`config.mk`:
```
export PLATFORM = sky130hd
export DESIGN_NAME = fcmd_decoder
export DESIGN_NICKNAME = d
export VERILOG_FILES = /design/src/rtl/fcmd_pkg.sv /design/src/rtl/fcmd_classify.sv /design/src/rtl/fcmd_seq.sv /design/src/rtl/fcmd_idmode.sv /design/src/rtl/fcmd_decoder.sv
export SDC_FILE = /design/constraint.sdc
export NUM_CORES = 1
export LEC_CHECK = 0
export CORE_ASPECT_RATIO = 0.8
export CORE_MARGIN = 4
export CORE_UTILIZATION = 40
export DETAILED_ROUTE_END_ITERATION = 8
export DONT_BUFFER_PORTS = 1
export GPL_ROUTABILITY_DRIVEN = 0
export HOLD_SLACK_MARGIN = 0.02
export MAX_ROUTING_LAYER = met4
export PLACE_DENSITY_LB_ADDON = 0.2
export SYNTH_ARGS = -nofsm -noshare
export SYNTH_HDL_FRONTEND = slang
export SYNTH_SLANG_ARGS = --single-unit
```
`constraint.sdc`:
```
create_clock -name clk -period 5.4 [get_ports clk]
set_clock_uncertainty 0.2 [all_clocks]
set_input_delay 1.08 -clock clk [delete_from_list [all_inputs] [get_ports clk]]
set_output_delay 1.08 -clock clk [all_outputs]
set_load 0.02 [all_outputs]
```
`src/rtl/fcmd_pkg.sv`:
```
// Package: shared codes, state encoding and cycle classification types for
// the flash command sequence decoder. Assumes an 8-bit data bus and a
// 15-bit compared address field.
package fcmd_pkg;

    localparam int CMP_W  = 15;
    localparam int DATA_W = 8;

    localparam logic [CMP_W-1:0]  ADR_KEY_A = 15'h5555;
    localparam logic [CMP_W-1:0]  ADR_KEY_B = 15'h2AAA;

    localparam logic [DATA_W-1:0] KEY_A     = 8'hAA;
    localparam logic [DATA_W-1:0] KEY_B     = 8'h55;
    localparam logic [DATA_W-1:0] OP_PROG   = 8'hA0;
    localparam logic [DATA_W-1:0] OP_ID_IN  = 8'h90;
    localparam logic [DATA_W-1:0] OP_ID_OUT = 8'hF0;
    localparam logic [DATA_W-1:0] OP_ERASE  = 8'h80;
    localparam logic [DATA_W-1:0] OP_CHIP   = 8'h10;
    localparam logic [DATA_W-1:0] OP_SECT   = 8'h30;
    localparam logic [DATA_W-1:0] OP_LOCK   = 8'h40;

    localparam int NUM_CODES = 9;

    // Index order of the data code comparators built by the classifier.
    localparam int IX_KEY_A = 0;
    localparam int IX_KEY_B = 1;
    localparam int IX_PROG  = 2;
    localparam int IX_IDIN  = 3;
    localparam int IX_IDOUT = 4;
    localparam int IX_ERASE = 5;
    localparam int IX_CHIP  = 6;
    localparam int IX_SECT  = 7;
    localparam int IX_LOCK  = 8;

    // Return the data code compared by comparator slot idx.
    function automatic logic [DATA_W-1:0] code_of(input int idx);
        case (idx)
            IX_KEY_A: code_of = KEY_A;
            IX_KEY_B: code_of = KEY_B;
            IX_PROG:  code_of = OP_PROG;
            IX_IDIN:  code_of = OP_ID_IN;
            IX_IDOUT: code_of = OP_ID_OUT;
            IX_ERASE: code_of = OP_ERASE;
            IX_CHIP:  code_of = OP_CHIP;
            IX_SECT:  code_of = OP_SECT;
            default:  code_of = OP_LOCK;
        endcase
    endfunction

    typedef enum logic [2:0] {
        ST_IDLE = 3'd0,
        ST_KEY1 = 3'd1,
        ST_KEY2 = 3'd2,
        ST_PROG = 3'd3,
        ST_ERA0 = 3'd4,
        ST_ERA1 = 3'd5,
        ST_ERA2 = 3'd6
    } seq_state_t;

    // What one write cycle could mean, independent of sequence position.
    typedef struct packed {
        logic key_a;      // AAh at first key address
        logic key_b;      // 55h at second key address
        logic prog;       // A0h at first key address
        logic id_in;      // 90h at first key address
        logic id_out_key; // F0h at first key address
        logic id_out_any; // F0h at any address
        logic erase;      // 80h at first key address
        logic chip;       // 10h at first key address
        logic sect;       // 30h at any address
        logic lock;       // 40h at first key address
    } cyc_class_t;

    // Commands decoded in the current cycle, one bit each.
    typedef struct packed {
        logic prog;
        logic chip;
        logic sect;
        logic lock;
        logic id_in;
        logic id_out;
    } cmd_t;

endpackage

```
`src/rtl/fcmd_classify.sv`:
```
// Module: fcmd_classify
// Purely combinational. Classifies one write cycle by comparing the low
// address field and the data byte against the command constants.
// Assumes the caller passes only the compared address bits.
module fcmd_classify
    import fcmd_pkg::*;
(
    input  logic [CMP_W-1:0]  addr_lo,
    input  logic [DATA_W-1:0] data,
    output cyc_class_t        cls
);

    logic at_a;
    logic at_b;
    logic [NUM_CODES-1:0] hit;

    // Address field comparison against the two key locations.
    always_comb begin
        at_a = (addr_lo == ADR_KEY_A);
        at_b = (addr_lo == ADR_KEY_B);
    end

    // One data comparator per command code.
    for (genvar i = 0; i < NUM_CODES; i++) begin : g_code
        assign hit[i] = (data == code_of(i));
    end

    // Combine data hits with the address each code requires.
    always_comb begin
        cls.key_a      = hit[IX_KEY_A] & at_a;
        cls.key_b      = hit[IX_KEY_B] & at_b;
        cls.prog       = hit[IX_PROG]  & at_a;
        cls.id_in      = hit[IX_IDIN]  & at_a;
        cls.id_out_key = hit[IX_IDOUT] & at_a;
        cls.id_out_any = hit[IX_IDOUT];
        cls.erase      = hit[IX_ERASE] & at_a;
        cls.chip       = hit[IX_CHIP]  & at_a;
        cls.sect       = hit[IX_SECT];
        cls.lock       = hit[IX_LOCK]  & at_a;
    end

endmodule

```
`src/rtl/fcmd_seq.sv`:
```
// Module: fcmd_seq
// Sequence state machine. Walks the unlock key and the command byte, emits
// a combinational command strobe in the cycle of the final write, and falls
// back to idle on any mismatch. Busy forces idle. Assumes cls is valid
// whenever wr_stb is high.
module fcmd_seq
    import fcmd_pkg::*;
(
    input  logic       clk,
    input  logic       rst_n,
    input  logic       busy,
    input  logic       wr_stb,
    input  cyc_class_t cls,
    output cmd_t       cmd
);

    seq_state_t state;
    seq_state_t state_nx;
    logic       take;

    // A write counts only when strobed and the array is not busy.
    always_comb take = wr_stb & ~busy;

    // Next state and command strobe decode.
    always_comb begin
        state_nx = state;
        cmd      = '0;
        if (busy) begin
            state_nx = ST_IDLE;
        end else if (take) begin
            state_nx = ST_IDLE;
            case (state)
                ST_IDLE: begin
                    if (cls.key_a)           state_nx   = ST_KEY1;
                    else if (cls.id_out_any) cmd.id_out = 1'b1;
                end
                ST_KEY1: if (cls.key_b) state_nx = ST_KEY2;
                ST_KEY2: begin
                    if (cls.prog)            state_nx   = ST_PROG;
                    else if (cls.erase)      state_nx   = ST_ERA0;
                    else if (cls.id_in)      cmd.id_in  = 1'b1;
                    else if (cls.id_out_key) cmd.id_out = 1'b1;
                end
                ST_PROG: cmd.prog = 1'b1;
                ST_ERA0: if (cls.key_a) state_nx = ST_ERA1;
                ST_ERA1: if (cls.key_b) state_nx = ST_ERA2;
                ST_ERA2: begin
                    if (cls.chip)      cmd.chip = 1'b1;
                    else if (cls.lock) cmd.lock = 1'b1;
                    else if (cls.sect) cmd.sect = 1'b1;
                end
                default: state_nx = ST_IDLE;
            endcase
        end
    end

    // Sequence state register.
    always_ff @(posedge clk) begin
        if (!rst_n) state <= ST_IDLE;
        else        state <= state_nx;
    end

    // a busy cycle leaves the sequence at idle.
    a_r10_busy_idle: assert property (@(posedge clk) disable iff (!rst_n)
        $past(busy) |-> state == ST_IDLE);

    // the program state is left on the very next write.
    a_r3_prog_one_write: assert property (@(posedge clk) disable iff (!rst_n)
        ($past(state) == ST_PROG && $past(wr_stb)) |-> state != ST_PROG);

endmodule

```
`src/rtl/fcmd_idmode.sv`:
```
// Module: fcmd_idmode
// Holds the identification-mode flag. Set by an entry strobe, cleared by an
// exit strobe or reset. Assumes set and clear are never high together.
module fcmd_idmode (
    input  logic clk,
    input  logic rst_n,
    input  logic set_i,
    input  logic clr_i,
    output logic id_mode
);

    // Flag register with exit taking precedence.
    always_ff @(posedge clk) begin
        if (!rst_n)     id_mode <= 1'b0;
        else if (clr_i) id_mode <= 1'b0;
        else if (set_i) id_mode <= 1'b1;
    end

    // the flag only rises on an entry strobe.
    a_r4_set_only_on_entry: assert property (@(posedge clk) disable iff (!rst_n)
        $rose(id_mode) |-> $past(set_i));

    // outside reset the flag only falls on an exit strobe.
    a_r5_clear_only_on_exit: assert property (@(posedge clk) disable iff (!rst_n)
        ($fell(id_mode) && $past(rst_n)) |-> $past(clr_i));

endmodule

```
`src/rtl/fcmd_decoder.sv`:
```
// Module: fcmd_decoder (top)
// Decodes unlock-prefixed flash command sequences from a strobed write
// stream into registered one-cycle command pulses with payload, and keeps
// the identification-mode flag. Assumes ADDR_W >= 15 and that wr_addr and
// wr_data are valid whenever wr_stb is high.
module fcmd_decoder
    import fcmd_pkg::*;
#(
    parameter int ADDR_W = 17
) (
    input  logic              clk,
    input  logic              rst_n,
    input  logic              busy,
    input  logic              wr_stb,
    input  logic [ADDR_W-1:0] wr_addr,
    input  logic [7:0]        wr_data,
    output logic              prog_pulse,
    output logic [ADDR_W-1:0] prog_addr,
    output logic [7:0]        prog_data,
    output logic              chip_erase_pulse,
    output logic              sect_erase_pulse,
    output logic [ADDR_W-1:0] sect_addr,
    output logic              boot_lock_pulse,
    output logic              id_enter_pulse,
    output logic              id_exit_pulse,
    output logic              id_mode
);

    cyc_class_t cls;
    cmd_t       cmd;

    fcmd_classify u_cls (
        .addr_lo (wr_addr[CMP_W-1:0]),
        .data    (wr_data),
        .cls     (cls)
    );

    fcmd_seq u_seq (
        .clk    (clk),
        .rst_n  (rst_n),
        .busy   (busy),
        .wr_stb (wr_stb),
        .cls    (cls),
        .cmd    (cmd)
    );

    fcmd_idmode u_id (
        .clk     (clk),
        .rst_n   (rst_n),
        .set_i   (cmd.id_in),
        .clr_i   (cmd.id_out),
        .id_mode (id_mode)
    );

    // Command pulse registers.
    always_ff @(posedge clk) begin
        if (!rst_n) begin
            prog_pulse       <= 1'b0;
            chip_erase_pulse <= 1'b0;
            sect_erase_pulse <= 1'b0;
            boot_lock_pulse  <= 1'b0;
            id_enter_pulse   <= 1'b0;
            id_exit_pulse    <= 1'b0;
        end else begin
            prog_pulse       <= cmd.prog;
            chip_erase_pulse <= cmd.chip;
            sect_erase_pulse <= cmd.sect;
            boot_lock_pulse  <= cmd.lock;
            id_enter_pulse   <= cmd.id_in;
            id_exit_pulse    <= cmd.id_out;
        end
    end

    // Payload registers, loaded only with their command.
    always_ff @(posedge clk) begin
        if (!rst_n) begin
            prog_addr <= '0;
            prog_data <= '0;
            sect_addr <= '0;
        end else begin
            if (cmd.prog) begin
                prog_addr <= wr_addr;
                prog_data <= wr_data;
            end
            if (cmd.sect) sect_addr <= wr_addr;
        end
    end

    // nothing is issued in the first cycle after reset.
    a_r1_quiet_after_reset: assert property (@(posedge clk) disable iff (!rst_n)
        $past(!rst_n) |-> !(prog_pulse | chip_erase_pulse | sect_erase_pulse |
                             boot_lock_pulse | id_enter_pulse | id_exit_pulse));

    // never more than one command at once.
    a_r11_single_cmd: assert property (@(posedge clk) disable iff (!rst_n)
        $onehot0({prog_pulse, chip_erase_pulse, sect_erase_pulse,
                  boot_lock_pulse, id_enter_pulse, id_exit_pulse}));

    // program payload equals the preceding strobed write.
    a_r3_prog_payload: assert property (@(posedge clk) disable iff (!rst_n)
        prog_pulse |-> ($past(wr_stb) && prog_addr == $past(wr_addr) &&
                        prog_data == $past(wr_data)));

    // chip erase follows a 10h write at the first key address.
    a_r6_chip_code: assert property (@(posedge clk) disable iff (!rst_n)
        chip_erase_pulse |-> ($past(wr_data) == OP_CHIP &&
                              $past(wr_addr[CMP_W-1:0]) == ADR_KEY_A));

    // sector erase carries the address of a 30h write.
    a_r7_sect_payload: assert property (@(posedge clk) disable iff (!rst_n)
        sect_erase_pulse |-> ($past(wr_data) == OP_SECT &&
                              sect_addr == $past(wr_addr)));

    // boot lockout follows a 40h write.
    a_r8_lock_code: assert property (@(posedge clk) disable iff (!rst_n)
        boot_lock_pulse |-> $past(wr_data) == OP_LOCK);

    // a busy cycle issues no command.
    a_r10_busy_no_cmd: assert property (@(posedge clk) disable iff (!rst_n)
        $past(busy) |-> !(prog_pulse | chip_erase_pulse | sect_erase_pulse |
                          boot_lock_pulse | id_enter_pulse | id_exit_pulse));

endmodule

```
# Word-level counts from Yosys, hierarchy flattened
# Index checks and enable logic that the tools add are counted.
# totals
wordCells	71
regBits	52
# op_classes
bitwise	13
muxes	25
n_reduce_logical	5
n_eq_ne	17
# op_table
operator	n
$eq 8x8->1 const B	5
$eq 8x7->1 const B	2
$eq 15x14->1 const B	1
$eq 15x15->1 const B	1
$mux 3	5
$pmux 3 s5	1
$mux 1	12
$mux 6	2
$and 1x1->1	9
$eq 3x3->1 const B	3
$eq 8x5->1 const B	1
$eq 8x6->1 const B	1
$mux 2	4
$eq 3x2->1 const B	2
$reduce_or 5->1	1
$not 1->1	4
$reduce_or 2->1	2
$reduce_or 4->1	1
$eq 3x1->1 const B	1
$logic_not 3->1	1
$pmux 1 s2	1

# Logic depth before layout (Yosys ltp)
# depth
depth_word	10
ltp_mapped	7
mapped_depth_nobuf	5

# Hierarchy
# Synthesis repeated with hierarchy kept, for this count alone.
# unflattened
hier_cells	221
area_unflattened_um2	2392.3
# modules_own_cells
module	area_each_um2	seq_area_each_um2	instances	cells_per_inst
fcmd_decoder	1786.7	960.9	1	148
fcmd_classify	291.5	0.0	1	36
fcmd_seq	277.8	60.1	1	34
fcmd_idmode	36.3	20.0	1	3

# Worst setup path before layout
# Ideal clock, no wire load.
# synth_path
path_kind	in2reg
from	input wr_data[5]
to	register u_seq.state[2]
slack_ns	2.907
arrival_time_ns	2.217
required_time_ns	5.124
n_path_buf	1
path_stages	6
path_cell_list	clkbuf_2 -> nand4b_1 -> or4_1 -> o21ai_0 -> a31oi_1 -> o22ai_1
# synth_via
elab_chain_len	5
elab_cells_between_ends	13
cone_classes	4 x eq/ne; 5 x mux; 4 x bitwise
# synth_rtl
item	line_no	text
start: declaration	fcmd_decoder.sv:16	input logic [7:0] wr_data,
$eq 8x8->1	fcmd_classify.sv:25	assign hit[i] = (data == code_of(i));
$and 1x1->1	fcmd_classify.sv:36	cls.erase = hit[IX_ERASE] & at_a;
$mux 3	fcmd_seq.sv:40	else if (cls.erase) state_nx = ST_ERA0;
$mux 3	fcmd_seq.sv:39	if (cls.prog) state_nx = ST_PROG;
$pmux 3 s5 *	fcmd_seq.sv:32	case (state)
end signal: assignment	fcmd_seq.sv:60	else state <= state_nx;
end: declaration	fcmd_seq.sv:17	seq_state_t state;
# Every way passes the cells marked *; elsewhere a longest branch is shown, timed or not.
# A chain may end at the register's enable or synchronous reset.

# Worst setup path after layout
# layout_path
from	input wr_stb
to	register prog_data[1]
# layout_via
elab_chain_len	3
# layout_rtl
item	line_no	text
start: declaration	fcmd_decoder.sv:14	input logic wr_stb,
$and 1x1->1	fcmd_seq.sv:22	always_comb take = wr_stb & ~busy;
$mux 6	fcmd_seq.sv:30	end else if (take) begin
$mux 6	fcmd_seq.sv:28	if (busy) begin
end signal: assignment	fcmd_decoder.sv:83	prog_data <= wr_data;
end: declaration	fcmd_decoder.sv:19	output logic [7:0] prog_data,
# Every way passes these cells.

==> impl_summary.md <==
Timing
The final number of max-transition violations came to 0. Adding up every negative setup slack in the final design gives 0 ps. Setup repair after global routing left no endpoint under its margin. Dividing the final minimum period by the clock period gives around half. The total count of hold-check failures in the final report is 0.

Timing would allow up to about 380 MHz. At the pin with the least slew margin, the transition time is between 1000 and 1500 ps. Setup violations remaining at the end of the flow were counted as 0. Measured against its own limit, the worst slew margin works out to around 29%. The post-route minimum period is about 2600 ps. Once routing completed, OpenROAD measured the worst setup slack at around 2800 ps.

Synth
The number of different library cells used by synthesis comes to 35. Ranked by total cell area, the synthesized netlist is headed by sky130_fd_sc_hd__dfxtp_1, sky130_fd_sc_hd__nand2_1, sky130_fd_sc_hd__a21oi_1, sky130_fd_sc_hd__a21oi_2, sky130_fd_sc_hd__nor2_1. For this run, the leading register cell type out of synthesis is sky130_fd_sc_hd__dfxtp_1.

For this run, asynchronously set or reset flops after synthesis account for 0%. Counting flops with a built-in enable in the synthesized netlist gives 0. The dominant cell type by area after synthesis is sky130_fd_sc_hd__dfxtp_1. After synthesis, the most frequently instantiated cells are sky130_fd_sc_hd__nand2_1, sky130_fd_sc_hd__dfxtp_1, sky130_fd_sc_hd__a21oi_1. The average footprint of a synthesized cell is just over 8 um2. The sequential fraction of the synthesis area is 50.3%.

In this run the biggest area consumer among cell types represents ~50% of the synthesized area. After synthesis the netlist holds a flip-flop and latch count of 52. The most common cell in the netlist is sky130_fd_sc_hd__nand2_1. Summing every instance area after synthesis gives between 0.002 and 0.0025 mm2. The number of instances in the synthesized netlist is ~250. For this run, the number of Yosys warnings is 0. The number of nets handed over by synthesis was 283.

Worst setup path
Data arrives at the worst endpoint at 2580 ps. On the critical path the largest part of the delay comes from simple AND/OR/NAND/NOR gates. Traced cell by cell, the critical path runs through nor2b_1 -> nand3_1 -> nand2_1 -> a21oi_1.

The highest-delay cell along the critical path is sky130_fd_sc_hd__nand3_1. In this run the critical register-to-register path is launched from u_seq.state[1]. The highest cell delay on the worst timing path is just over 800 ps. The worst setup path is captured at a register. The critical path contains buffers and inverters numbering 0 combined.

The type of the setup path with the least slack is input pin to register. The required time at the endpoint of the critical path is 5360 ps. The launch point of the critical path is wr_stb. STA classifies the critical path startpoint as an input pin. The largest fanout on the critical path is 26.

Placement
The placed instances occupy a cell area of roughly 0.0021 mm2. OpenSTA, run right after detailed placement, puts the worst setup slack at 2420 ps. In this run the tool buffered the top-level ports with 0 buffer cells. The half-perimeter wire length after detailed placement is roughly 4000 um.

Die
The die is 88.4 um wide. The floorplan has 23 rows. Pin placement for this block handled around 80 I/O pins.

In this run the standard cell core region covers 0.00501 mm2. The floorplan step defined a die boundary enclosing approximately 0.0064 mm2. The floorplan step set the die height to approximately 72 um. The starting density of the core is about two fifths.

Finish
The area added between synthesis and finish is 5.08%. The layout cell share with drive strength beyond 1 is ~6.4%. The net count of the finished layout is 277. The number of antenna diodes is 0.

The summed area of non-filler cells in the final layout is about 0.0022 mm2.

Clock tree
The clock root buffer is sky130_fd_sc_hd__clkbuf_8. The post-cts resize count is 0. The clock-pin slew reported for the worst setup and hold paths after clock tree synthesis is about 90 ps. The longest clock path from root to sink contains 2 buffers. The clock sink count is 52.

CTS built an H-tree with a depth of 2. TritonCTS built the clock tree. At the later pin of the worst-skew pair, clock insertion delay measures about 300 ps. Buffers inserted during clock tree synthesis total 5. The number of setup buffers added after CTS is 0. The quantity of hold-fixing buffers added after cts is 0.

Status
The run finished with clean final reports.

Route
The routed via count divided by cell count is roughly 5.5. In the routed design, unresolved DRC markers number 0. The average detailed-routed wire length per instance is 18.0 um.

The number of detailed-route iterations in the first pass is 4. The number of DRC markers in iteration 0 is 137. Across all layers, the routed design uses about 1700 vias. The count of nets left with antenna violations after detail routing is 0. The total wire length is 5600 um.

Power
The worst-case IR drop observed on VDD is around 150 uV. The total power density per cell area is ~290 mW/mm2. In this run the static leakage power is just under 0.7 nW.

Global route
For this run the aggregate overflow at the end of global routing stands at 0. The number of antenna violations at the first check in global routing is 0. The number of global-route vias before repair is about 1700. Entering global routing, the biggest net connects 27 pins. The overall global routing resource usage is around 18%. The global-route wire length before repair is around 8900 um.

Min path
The worst min-delay path startpoint is u_seq.state[2]. The type of the most critical hold path is register to register.

Job
The number of max-cap violations is 0.
-- stage by stage --
stage / hold slack [ps] / cells / util [%] / total power, mW
after global placement: 301 / 303 / 41.6 / 0.412
after CTS: 311 / 311 / 43.4 / 0.638
after detailed placement: 297 / 303 / 41.6 / 0.412
final: 317 / 311 / 43.4 / 0.634
after floorplan: 273 / 254 / - / 0.409
after global routing: 343 / 311 / 43.4 / 0.655
-- tightest hold or removal path, stage by stage, from the launching register on --
cell	delay, ps
sky130_fd_sc_hd__dfxtp_1	340
sky130_fd_sc_hd__nand2_1	60
sky130_fd_sc_hd__o22ai_1	80
-- state kept, by name, indices dropped and copies added, names as in the netlist --
signal / flops
u_id.id_mode: 1
u_seq.state: 3
chip_erase_pulse: 1
id_exit_pulse: 1
boot_lock_pulse: 1
prog_pulse: 1
id_enter_pulse: 1
prog_data: 8
sect_addr: 17
sect_erase_pulse: 1
prog_addr: 17
-- cells in the final DEF (no fill, tap or decap) --
cell type,Yosys,routed
sky130_fd_sc_hd__nand2_1,88,88
sky130_fd_sc_hd__dfxtp_1,52,52
sky130_fd_sc_hd__a21oi_1,35,35
sky130_fd_sc_hd__nor2_1,12,12
sky130_fd_sc_hd__a21oi_2,8,8
sky130_fd_sc_hd__clkbuf_8,0,6
sky130_fd_sc_hd__nand3_1,4,4
sky130_fd_sc_hd__nor4bb_1,4,4
sky130_fd_sc_hd__nand3b_1,3,3
sky130_fd_sc_hd__nand4_1,3,3
sky130_fd_sc_hd__nand4b_1,3,3
sky130_fd_sc_hd__o21ai_0,3,3
sky130_fd_sc_hd__nor2b_1,2,2
sky130_fd_sc_hd__and3_1,2,2
sky130_fd_sc_hd__inv_1,2,2
sky130_fd_sc_hd__and4_1,2,2
sky130_fd_sc_hd__nor3b_1,2,2
sky130_fd_sc_hd__nor3_1,2,2
sky130_fd_sc_hd__a31oi_1,2,2
sky130_fd_sc_hd__clkbuf_1,6,2
sky130_fd_sc_hd__nor4_4,1,1
sky130_fd_sc_hd__and3b_1,1,1
sky130_fd_sc_hd__and4b_1,1,1
sky130_fd_sc_hd__a2111o_1,1,1
sky130_fd_sc_hd__or4b_1,1,1
sky130_fd_sc_hd__nor4b_1,1,1
sky130_fd_sc_hd__nand2b_1,1,1
sky130_fd_sc_hd__or4_1,1,1
sky130_fd_sc_hd__o22ai_1,1,1
sky130_fd_sc_hd__o211a_1,1,1
sky130_fd_sc_hd__a21o_1,1,1
sky130_fd_sc_hd__buf_4,1,1
-- power breakdown --
group,switching (mW),internal [mW],leakage (nW)
Combinational,0.0111,0.00674,0.225
Sequential,0.00131,0.384,0.419
Clock,0.126,0.105,0.0455
Total,0.139,0.496,0.689
-- metal layers --
| metal | routed length, um | vias up | part of all wire [%] | track usage [%] |
|---|---|---|---|---|
| met5 | 0 | - | 0 | - |
| met4 | 63 | 0 | 1.1 | 4.53 |
| met3 | 657 | 10 | 12 | 6.92 |
| met2 | 2240 | 79 | 40 | 24.4 |
| met1 | 2640 | 787 | 47 | 26.4 |
| li1 | - | 849 | - | - |
-- area by class of cell --
cell class / instances / area [um2]
Fill cell: 514 / 2830
Sequential cell: 52 / 1040
Multi-Input combinational cell: 186 / 951
Clock buffer: 8 / 90.1
Tap cell: 62 / 77.6
Timing Repair Buffer: 1 / 7.51
Inverter: 2 / 7.51
-- path summary, 6_finish.rpt --
check | cells after the start | slack [ps] | to
setup / recovery | 4 | 2790 | prog_data[1]
hold / removal | 2 | 320 | u_seq.state[2]
setup reg to reg | 4 | 3110 | prog_data[1]
hold reg to reg | 2 | 320 | u_seq.state[2]
-- logic make-up after synthesis --
kind of cell / synth area share (%)
buffers and inverters: 3.75
and+or+nand+nor: 31.1
AOI/OAI and AO/OA: 14.9
DFF: 50.3
No activity file was read; power rests on OpenSTA's default activity.
